--- config.mk ---
export PLATFORM = sky130hd
export DESIGN_NAME = frx_rx
export DESIGN_NICKNAME = d
export VERILOG_FILES = /design/src/rtl/frx_pkg.sv /design/src/rtl/frx_seq.sv /design/src/rtl/frx_paybuf.sv /design/src/rtl/frx_rx.sv
export SDC_FILE = /design/constraint.sdc
export NUM_CORES = 1
export LEC_CHECK = 0
export ABC_AREA = 1
export CAP_MARGIN = 20
export CORE_AREA = 3 3 94 118
export CTS_CLUSTER_SIZE = 12
export DETAILED_ROUTE_END_ITERATION = 16
export DIE_AREA = 0 0 97 121
export PLACE_DENSITY_LB_ADDON = 0.05
export SLEW_MARGIN = 25
export SYNTH_ARGS = -nofsm -noshare
export SYNTH_HDL_FRONTEND = slang
export SYNTH_SLANG_ARGS = --single-unit
--- constraint.sdc ---
create_clock -name clk -period 1.6 [get_ports clk]
set_input_delay 0.16 -clock clk [delete_from_list [all_inputs] [get_ports clk]]
set_output_delay 0.16 -clock clk [all_outputs]
set_load 0.05 [all_outputs]
--- src/rtl/frx_pkg.sv ---
package frx_pkg;
   localparam int unsigned BYTE_W = 8;

   typedef enum logic [1:0] {
      ST_HUNT = 2'd0,
      ST_ADDR = 2'd1,
      ST_BODY = 2'd2,
      ST_SUM  = 2'd3
   } frx_state_e;

   function automatic logic [BYTE_W-1:0] sum_add(input logic [BYTE_W-1:0] acc,
                                                 input logic [BYTE_W-1:0] b);
      return acc + b;
   endfunction
endpackage

--- src/rtl/frx_seq.sv ---
module frx_seq
   import frx_pkg::*;
#(
   parameter int unsigned PAY_LEN  = 8,
   parameter logic [7:0]  HDR_CODE = 8'h7E,
   parameter int unsigned IDX_W    = (PAY_LEN > 1) ? $clog2(PAY_LEN) : 1
) (
   input  logic              clk,
   input  logic              rst_n,
   input  logic [BYTE_W-1:0] byte_in,
   input  logic              byte_vld,
   input  logic              rx_ferr,
   input  logic [BYTE_W-1:0] my_addr,
   output logic              wr_en,
   output logic [IDX_W-1:0]  wr_idx,
   output logic              hdr_hit,
   output logic              sum_ok,
   output logic              sum_bad
);
   localparam logic [IDX_W-1:0] LAST_IDX = IDX_W'(PAY_LEN - 1);

   frx_state_e        state_q;
   logic [IDX_W-1:0]  idx_q;
   logic [BYTE_W-1:0] acc_q;
   logic              take;

   assign take    = byte_vld && !rx_ferr;
   assign hdr_hit = take && (state_q == ST_HUNT) && (byte_in == HDR_CODE);
   assign wr_en   = take && (state_q == ST_BODY);
   assign wr_idx  = idx_q;
   assign sum_ok  = take && (state_q == ST_SUM) && (byte_in == acc_q);
   assign sum_bad = take && (state_q == ST_SUM) && (byte_in != acc_q);

   always_ff @(posedge clk) begin
      if (!rst_n) begin
         state_q <= ST_HUNT;
         idx_q   <= '0;
         acc_q   <= '0;
      end else if (rx_ferr) begin
         state_q <= ST_HUNT;
         idx_q   <= '0;
      end else if (byte_vld) begin
         unique case (state_q)
            ST_HUNT: if (byte_in == HDR_CODE) state_q <= ST_ADDR;
            ST_ADDR: begin
               if (byte_in == my_addr) begin
                  state_q <= ST_BODY;
                  acc_q   <= byte_in;
                  idx_q   <= '0;
               end else begin
                  state_q <= ST_HUNT;
               end
            end
            ST_BODY: begin
               acc_q <= sum_add(acc_q, byte_in);
               if (idx_q == LAST_IDX) begin
                  state_q <= ST_SUM;
                  idx_q   <= '0;
               end else begin
                  idx_q <= idx_q + 1'b1;
               end
            end
            ST_SUM:  state_q <= ST_HUNT;
            default: state_q <= ST_HUNT;
         endcase
      end
   end

   // a framing error always lands the sequencer back in hunt
   a_r8_ferr_abort: assert property (@(posedge clk) disable iff (!rst_n)
      rx_ferr |=> (state_q == ST_HUNT));

   // a mismatching address byte leaves no frame open
   a_r4_addr_drop: assert property (@(posedge clk) disable iff (!rst_n)
      (state_q == ST_ADDR && take && byte_in != my_addr) |=> (state_q == ST_HUNT));

   // idle cycles hold the sequencer where it is
   a_r10_gap_hold: assert property (@(posedge clk) disable iff (!rst_n)
      (!byte_vld && !rx_ferr) |=> ($stable(state_q) && $stable(idx_q) && $stable(acc_q)));

   // the two verdicts cannot occur together
   a_r9_one_verdict: assert property (@(posedge clk) disable iff (!rst_n)
      $onehot0({sum_ok, sum_bad, hdr_hit, wr_en}));
endmodule

--- src/rtl/frx_paybuf.sv ---
module frx_paybuf
   import frx_pkg::*;
#(
   parameter int unsigned PAY_LEN = 8,
   parameter int unsigned IDX_W   = (PAY_LEN > 1) ? $clog2(PAY_LEN) : 1
) (
   input  logic                      clk,
   input  logic                      rst_n,
   input  logic                      wr_en,
   input  logic [IDX_W-1:0]          wr_idx,
   input  logic [BYTE_W-1:0]         wr_byte,
   output logic [PAY_LEN*BYTE_W-1:0] pay_bytes
);
   for (genvar g = 0; g < PAY_LEN; g++) begin : g_slot
      logic [BYTE_W-1:0] slot_q;
      always_ff @(posedge clk) begin
         if (!rst_n)                               slot_q <= '0;
         else if (wr_en && wr_idx == IDX_W'(g))    slot_q <= wr_byte;
      end
      assign pay_bytes[g*BYTE_W +: BYTE_W] = slot_q;
   end

   // the buffer moves only on a payload write
   a_r7_buf_stable: assert property (@(posedge clk) disable iff (!rst_n)
      !wr_en |=> $stable(pay_bytes));
endmodule

--- src/rtl/frx_rx.sv ---
module frx_rx
   import frx_pkg::*;
#(
   parameter int unsigned PAY_LEN  = 8,
   parameter int unsigned STAMP_W  = 16,
   parameter logic [7:0]  HDR_CODE = 8'h7E
) (
   input  logic                      clk,
   input  logic                      rst_n,
   input  logic [7:0]                byte_in,
   input  logic                      byte_vld,
   input  logic                      rx_ferr,
   input  logic [7:0]                my_addr,
   input  logic [STAMP_W-1:0]        stamp_in,
   output logic [PAY_LEN*8-1:0]      pay_bytes,
   output logic                      frame_ok,
   output logic                      frame_bad,
   output logic [STAMP_W-1:0]        hdr_stamp
);
   localparam int unsigned IDX_W = (PAY_LEN > 1) ? $clog2(PAY_LEN) : 1;

   if (PAY_LEN < 1 || PAY_LEN > 256) begin : g_bad_len
      $error("frx_rx: PAY_LEN must be within 1..256");
   end
   if (STAMP_W < 1) begin : g_bad_stamp
      $error("frx_rx: STAMP_W must be at least 1");
   end

   logic             wr_en;
   logic [IDX_W-1:0] wr_idx;
   logic             hdr_hit;
   logic             sum_ok;
   logic             sum_bad;

   frx_seq #(.PAY_LEN(PAY_LEN), .HDR_CODE(HDR_CODE), .IDX_W(IDX_W)) seq_i (
      .clk      (clk),
      .rst_n    (rst_n),
      .byte_in  (byte_in),
      .byte_vld (byte_vld),
      .rx_ferr  (rx_ferr),
      .my_addr  (my_addr),
      .wr_en    (wr_en),
      .wr_idx   (wr_idx),
      .hdr_hit  (hdr_hit),
      .sum_ok   (sum_ok),
      .sum_bad  (sum_bad)
   );

   frx_paybuf #(.PAY_LEN(PAY_LEN), .IDX_W(IDX_W)) buf_i (
      .clk       (clk),
      .rst_n     (rst_n),
      .wr_en     (wr_en),
      .wr_idx    (wr_idx),
      .wr_byte   (byte_in),
      .pay_bytes (pay_bytes)
   );

   always_ff @(posedge clk) begin
      if (!rst_n) begin
         frame_ok  <= 1'b0;
         frame_bad <= 1'b0;
         hdr_stamp <= '0;
      end else begin
         frame_ok  <= sum_ok;
         frame_bad <= sum_bad;
         if (hdr_hit) hdr_stamp <= stamp_in;
      end
   end

   // verdicts are exclusive at the ports
   a_r9_excl: assert property (@(posedge clk) disable iff (!rst_n)
      !(frame_ok && frame_bad));

   // frame_ok lasts a single cycle
   a_r5_ok_pulse: assert property (@(posedge clk) disable iff (!rst_n)
      frame_ok |=> !frame_ok);

   // frame_bad lasts a single cycle
   a_r6_bad_pulse: assert property (@(posedge clk) disable iff (!rst_n)
      frame_bad |=> !frame_bad);

   // the header stamp holds between headers
   a_r3_stamp_hold: assert property (@(posedge clk) disable iff (!rst_n)
      !hdr_hit |=> $stable(hdr_stamp));

   // a framing error never yields a verdict on the next cycle
   a_r8_no_verdict: assert property (@(posedge clk) disable iff (!rst_n)
      rx_ferr |=> (!frame_ok && !frame_bad));
endmodule

## After elaboration in Yosys (flattened, before gate mapping)

Index checks and enable logic that the tools add are counted.

| word-level totals | value |
|---|---|
| memory bits (writable) | 0 |
| bits in registers | 95 |
| bits in latches | 0 |
| memories | 0 |
| bits of input ports | 36 |
| ROM bits | 0 |

| cells by class | value |
|---|---|
| reductions and logical operators | 23 |
| div/mod/pow operators | 0 |
| order comparisons | 0 |
| shift-type cells | 0 |
| mux-type cells | 9 |
| multiply operators | 0 |
| equality and inequality tests | 17 |
| add/sub/neg operators | 2 |
| bitwise operators | 2 |

Operators by type and width:

| operator | count |
|---|---|
| == test 8 bit | 2 |
| case mux 8 bit (2 select lines) | 1 |
| logical AND 1 bit | 15 |
| == test 3 bit, second input constant | 4 |
| adder 8 bit | 1 |
| == test 8 x 7 -> 1 bit, second input constant | 1 |
| two-way mux 8 bit | 1 |
| inequality test 8 bit | 1 |
| case mux 2 bit (4 select lines) | 1 |
| == test 3 x 2 -> 1 bit, second input constant | 2 |
| two-way mux 2 bit | 3 |
| two-way mux 3 bit | 2 |
| case mux 3 bit (2 select lines) | 1 |
| AND reduction 3 bit | 2 |
| == test 2 bit, second input constant | 2 |
| inequality test 2 x 1 -> 1 bit, second input constant | 2 |
| AND reduction 4 bit | 1 |
| adder 3 x 1 -> 3 bit, second input constant | 1 |
| == test 3 x 1 -> 1 bit, second input constant | 1 |
| zero test 3 bit | 1 |
| == test 2 x 1 -> 1 bit, second input constant | 1 |
| zero test 2 bit | 1 |
| inequality test 2 bit, second input constant | 1 |
| inverter 1 bit | 2 |
| other kinds (3) | 3 |

## Logic depth before layout (Yosys ltp)

| depth | value |
|---|---|
| depth after elaboration | 4 |
| gate-level depth with buffers | 11 |
| gate-level depth less buffers | 11 |

## Hierarchy

Synthesis repeated with hierarchy kept, for this count alone.

| unflattened totals | value |
|---|---|
| cell total of the unflattened synthesis | 686 |
| area, all modules | 4,559.4 sq um |

By module, submodules not included:

| module | cells each | area each (sq um) | instances |
|---|---|---|---|
| frx_paybuf | 368 | 2,544.9 | 1 |
| frx_seq | 211 | 1,290.0 | 1 |
| frx_rx | 107 | 724.4 | 1 |

## Worst setup path after synthesis

OpenSTA, ideal clock, no wires.

| path | value |
|---|---|
| path type | register to register |
| from | reg seq_i.state_q[0] |
| to | reg buf_i.g_slot[0].slot_q[0] |
| library setup time | 116 ps |
| path slack | -18 ps |
| cell stages (with the launch flop) | 11 |
| arrival | 1,502 ps |
| buffers on the path | 2 |
| period minus slack after synthesis | 1,618 ps |
| cell sequence | dfxtp_1 -> inv_1 -> ha_1 -> buf_4 -> inv_2 -> nor2_8 -> inv_4 -> nor3_4 -> buf_6 -> o21ai_0 -> nor2_1 |

| between the ends | value |
|---|---|
| word-level cells in the longest chain between the ends | 3 |

Ends and longest elaborated chain:

| what | RTL line | RTL |
|---|---|---|
| start: declaration | frx_seq.sv:22 | `frx_state_e state_q;` |
| start signal: assignment | frx_seq.sv:36 | `state_q <= ST_HUNT;` |
| start signal: assignment | frx_seq.sv:40 | `state_q <= ST_HUNT;` |
| start signal: assignment | frx_seq.sv:44 | `ST_HUNT: if (byte_in == HDR_CODE) state_q <= ST_ADDR;` |
| == test 2 bit | frx_seq.sv:29 | `assign wr_en = take && (state_q == ST_BODY);` |
| logical AND 1 bit | frx_seq.sv:29 |  |
| logical AND 1 bit | frx_paybuf.sv:18 | `else if (wr_en && wr_idx == IDX_W'(g)) slot_q <= wr_byte;` |
| end signal: assignment | frx_paybuf.sv:18 |  |
| end: declaration | frx_paybuf.sv:15 | `logic [BYTE_W-1:0] slot_q;` |

No other way between the ends.
A chain may end at the register's enable or synchronous reset.

## Worst setup path in the final report

| path | value |
|---|---|
| from | reg seq_i.acc_q[0] |
| to | reg seq_i.acc_q[6] |

| between the ends | value |
|---|---|
| word-level cells in the longest chain between the ends | 2 |

Ends and longest elaborated chain:

| what | RTL line | RTL |
|---|---|---|
| start: declaration | frx_seq.sv:24 | `logic [BYTE_W-1:0] acc_q;` |
| start signal: assignment | frx_seq.sv:48 | `acc_q <= byte_in;` |
| start signal: assignment | frx_seq.sv:55 | `acc_q <= sum_add(acc_q, byte_in);` |
| adder 8 bit | frx_pkg.sv:13 | `return acc + b;` |
| case mux 8 bit (2 select lines) | frx_seq.sv:43 | `unique case (state_q)` |

No other way between the ends.

==> reports/results.txt <==
The tools report the number of nets at the end of the flow as 768. The path category of the worst min-delay check was in2reg. Leakage power figure: 2.841 nW.

The total number of yosys warnings is 0, and the maximum buffer depth of the clock tree is 2. The run gives 0 as the antenna violation net count after detailed routing. In this run the count of I/O pins placed on the die edge is 118. The overall global routing resource usage is 20.31%. For the least setup slack across all paths after layout, the log shows 0.08422 ns. The synthesis-stage register bit count was 95; the via count of the first global-routing pass was 3,996.

The synthesized netlist devotes 15.61% of its cell area to compound gates. Clock latency on the worst-skew pair, taken at its later pin, is 0.34 ns. The logs give 1.149 mW for the switching component of the power and 1.88 ns for the critical path data required time. In this run the clock root is driven by a sky130_fd_sc_hd__clkbuf_16. Summing all placed instances gives a cell area of 0.005734 mm².

The kind of critical path was reg2reg. Summing the areas of all xor and xnor instances in the mapped netlist gives 1.230% of the synthesized area. The post-synthesis share of cell area spent on and, or, nand and nor gates was 25.10%.

The logs give 71.62% for the normalized max-slew margin and 0 for the reported max-cap violation count. After layout, the design draws a total of 4.923 mW. The logs give 42.28% for the starting utilization of the core area and 11,830 µm for the total wire length after detailed routing. The share of total power dissipated in combinational logic is 7.4%.

The die is 97 µm wide. For the number of max-slew violations in the final report, the log shows 0. Synthesized-area fraction occupied by adder cells: 5.739%.

The critical path capture point type is a flop. The count of H-tree levels built during CTS was 3. The tools report the number of remaining DRC errors as 0.

Leaving out fill and tap cells, the most frequent cell in the layout is sky130_fd_sc_hd__buf_4. Number of antenna violations at the first check in global routing: 0. The run gives 941 as the number of fill cells. The total via count in the routed design is 4,164, and the minimum clock period after layout is 1.516 ns. After synthesis the cells add up to 0.004273 mm². The area of all placed cells without fillers is 0.006182 mm². For the number of distinct library cells after synthesis, the log shows 36. The number of failing hold endpoints at the final stage is 0, and the core outline area is 0.01011 mm². The floorplan has 41 rows. The flow ran to the end, and the final reports show no timing, DRC or antenna violations. The internal power of the cells totals 3.774 mW. The wire length per cell after detailed routing is 13.96 µm. The largest family of logic cells by synthesized area is simple AND/OR/NAND/NOR gates. The average footprint of a synthesized cell is 7.727 µm², and the post-placement worst setup slack is -0.3284 ns. Summed over all layers, the global routing overflow is 0. At the pin with the least slew margin, the transition time is 0.4257 ns.

The tools report the post-synthesis net count as 608. TritonCTS built the clock tree. Entering global routing, the biggest net connects 39 pins. The area growth from synthesis to layout was 44.69%; the power per cell area was 796.3 mW/mm². Setup violations remaining at the end of the flow were counted as 0.

Detailed placement finished with a half-perimeter wire length of 8625 µm. The clock slew seen by the registers of the worst setup and hold paths works out to 0.07 ns. The worst-case IR drop observed on VDD is 683.2 µV. Of the post-synthesis cell area, the part taken by muxes is 0%. The top achievable clock speed is 659.7 MHz, and the number of buffers added by the clock tree synthesis step is 9. Synthesis produced 553 cells. The logs give 0.002137 mm² for the area taken by multi-input logic gates and 0.001904 mm² for the sequential cell area in the final layout. Sequential cells account for 48.0% of the total power. After detailed routing, the number of vias per cell comes to 4.916. Setup repair after global routing could not meet its margin everywhere.

The library cells used most frequently in the layout, excluding fill and tap cells, are sky130_fd_sc_hd__buf_4, sky130_fd_sc_hd__dfxtp_1, sky130_fd_sc_hd__nand2_1. For the sequential share of the synthesized area, the log shows 44.51%. The run gives 95 as the total clock sinks. The final worst-path cycle share works out to 94.74%.

The violation count after the first detailed-routing iteration was 163; the switching power share of the total was 23.33%. The worst clock skew on the final layout was 0.006887 ns; the part of the total power dissipated in the clock network was 44.6%. The repair_antennas step left the layout with diodes totalling 0. The first-pass GRT wire length was 19,240 µm; the die span in y was 121 µm. For the arrival time of the worst setup path, the log shows 1.80 ns. The final weighted congestion in routability-driven placement was 0.8730. The fraction of layout instances using a drive strength above 1 works out to 27.99%.

The worst setup path is launched from a flop. The count of buffers added on input and output ports is 117. The post-layout utilization of the core is 61.17%, and the peak fanout along the critical path is 4. The die covers 0.01174 mm². The first detailed-routing pass ran for 4 iterations. The number of placed instances, taps included, is 829.

The count of placed standard cells in the final layout, fillers left out is 847.
timing repair:
item / 4_1_cts / 5_1_grt
gates resized for setup: 1 / 34
endpoints found under the setup margin: 1 / 52
setup buffers: 0 / 2
pin swaps: 0 / 6
hold endpoints to repair: 0 / 0
hold buffers: 0 / 0
per-layer routing:
| metal | global-route usage, % | wire length, µm | vias to the layer above | part of all wire [%] |
|---|---|---|---|---|
| met4 | 6.936 | 161 | 0 | 1.4 |
| met1 | 25.17 | 5028 | 1893 | 43 |
| met5 | 0 | 0 | - | 0 |
| met3 | 3.738 | 649 | 13 | 5.5 |
| li1 | - | - | 2143 | - |
| met2 | 35.45 | 5986 | 115 | 51 |
final timing paths:
| path | endpoint | depth (start not counted) | startpoint | slack, ns |
|---|---|---|---|---|
| worst max-delay path | seq_i.acc_q[6] | 10 | seq_i.acc_q[0] | 0.08 |
| worst min-delay path | seq_i.acc_q[4] | 3 | byte_in[4] | 0.25 |
| worst max register to register | seq_i.acc_q[6] | 10 | seq_i.acc_q[0] | 0.08 |
| worst min register to register | buf_i.g_slot[3].slot_q[3] | 2 | buf_i.g_slot[3].slot_q[3] | 0.47 |
synth_stat cells:
cell                       instances  share of area, %
sky130_fd_sc_hd__nand2_2           3              0.44
sky130_fd_sc_hd__buf_4             3              0.53
sky130_fd_sc_hd__or2_2             1              0.15
sky130_fd_sc_hd__nor2_4            1              0.26
sky130_fd_sc_hd__clkbuf_1         12               1.1
sky130_fd_sc_hd__nor3_2            2              0.47
sky130_fd_sc_hd__ha_1             18               5.3
sky130_fd_sc_hd__o22ai_1           1              0.15
sky130_fd_sc_hd__nor3_4            6               2.3
sky130_fd_sc_hd__o21ai_1          12               1.4
sky130_fd_sc_hd__nand2_4           1              0.26
sky130_fd_sc_hd__dfxtp_1          95                45
sky130_fd_sc_hd__buf_2             4              0.47
sky130_fd_sc_hd__a21oi_2           1              0.21
sky130_fd_sc_hd__nor3_1           18               2.1
sky130_fd_sc_hd__a21oi_1          56               6.6
sky130_fd_sc_hd__nor2_8            1              0.47
sky130_fd_sc_hd__o21ai_0          61               7.1
sky130_fd_sc_hd__a31oi_1           1              0.15
sky130_fd_sc_hd__nor2_2            1              0.15
sky130_fd_sc_hd__nor2_1           76               6.7
sky130_fd_sc_hd__nor4_1            1              0.15
sky130_fd_sc_hd__buf_6             6               1.6
sky130_fd_sc_hd__xnor2_1           5               1.0
sky130_fd_sc_hd__nor3b_1           1              0.18
sky130_fd_sc_hd__inv_1            37               3.3
sky130_fd_sc_hd__buf_1             1             0.088
sky130_fd_sc_hd__inv_4             2              0.29
sky130_fd_sc_hd__xor2_1            1              0.21
sky130_fd_sc_hd__clkinv_2          1              0.12
sky130_fd_sc_hd__nand3b_1          2              0.35
sky130_fd_sc_hd__nand2_1          85               7.5
sky130_fd_sc_hd__fa_1              1              0.47
sky130_fd_sc_hd__nand4_1           2              0.29
sky130_fd_sc_hd__inv_2             5              0.44
sky130_fd_sc_hd__nand3_1          29               3.4
power groups by stage:
stage	clock (mW)	combinational [mW]	sequential, mW
floorplan	0	0.127	2.42
global placement	0	0.353	2.42
detailed placement	0	0.354	2.42
CTS	2.23	0.355	2.36
global route	2.33	0.395	2.36
finish	2.20	0.363	2.36
state kept, by name (all words and copies together) (netlist names), named ones only:
signal / flops
buf_i.g_slot.slot_q: 64
hdr_stamp: 16
seq_i.state_q: 1
seq_i.acc_q: 8
frame_bad: 1
seq_i.wr_idx: 3
frame_ok: 1
critical path: stages, from the launching register on:
cell and delay, ns:
sky130_fd_sc_hd__dfxtp_2 0.35, sky130_fd_sc_hd__ha_4 0.13, sky130_fd_sc_hd__inv_2 0.04, sky130_fd_sc_hd__fa_2 0.38, sky130_fd_sc_hd__inv_2 0.10, sky130_fd_sc_hd__nand3_2 0.08, sky130_fd_sc_hd__nand4_1 0.10, sky130_fd_sc_hd__nand3_2 0.08
sky130_fd_sc_hd__nand2_1 0.05, sky130_fd_sc_hd__nand2_1 0.05, sky130_fd_sc_hd__a21oi_2 0.10
layout make-up:
cell class | count | share of cell area, %
tap | 129 | 2.611
clock buffer | 9 | 3.643
timing repair buffer | 175 | 24.17
sequential | 95 | 30.80
inverter | 45 | 2.935
multi-input combinational | 387 | 34.57
clock inverter | 7 | 1.275
cell families after synthesis:
group	after synthesis
buffers and inverters	71
XOR/XNOR	6
AND/OR/NAND/NOR	230
AO/OA/AOI/OAI	132
flip-flops	95
adder cells (fa/ha/maj)	19
stage by stage:
stage	hold slack, ns	TNS (ns)
after floorplan	0.3021	0
after global placement	0.4540	-6.589
after detailed placement	0.4574	-7.571
after CTS	0.2540	0
after global routing	0.2766	-0.04974
final	0.2471	0
(Power assumes the default switching activity.)
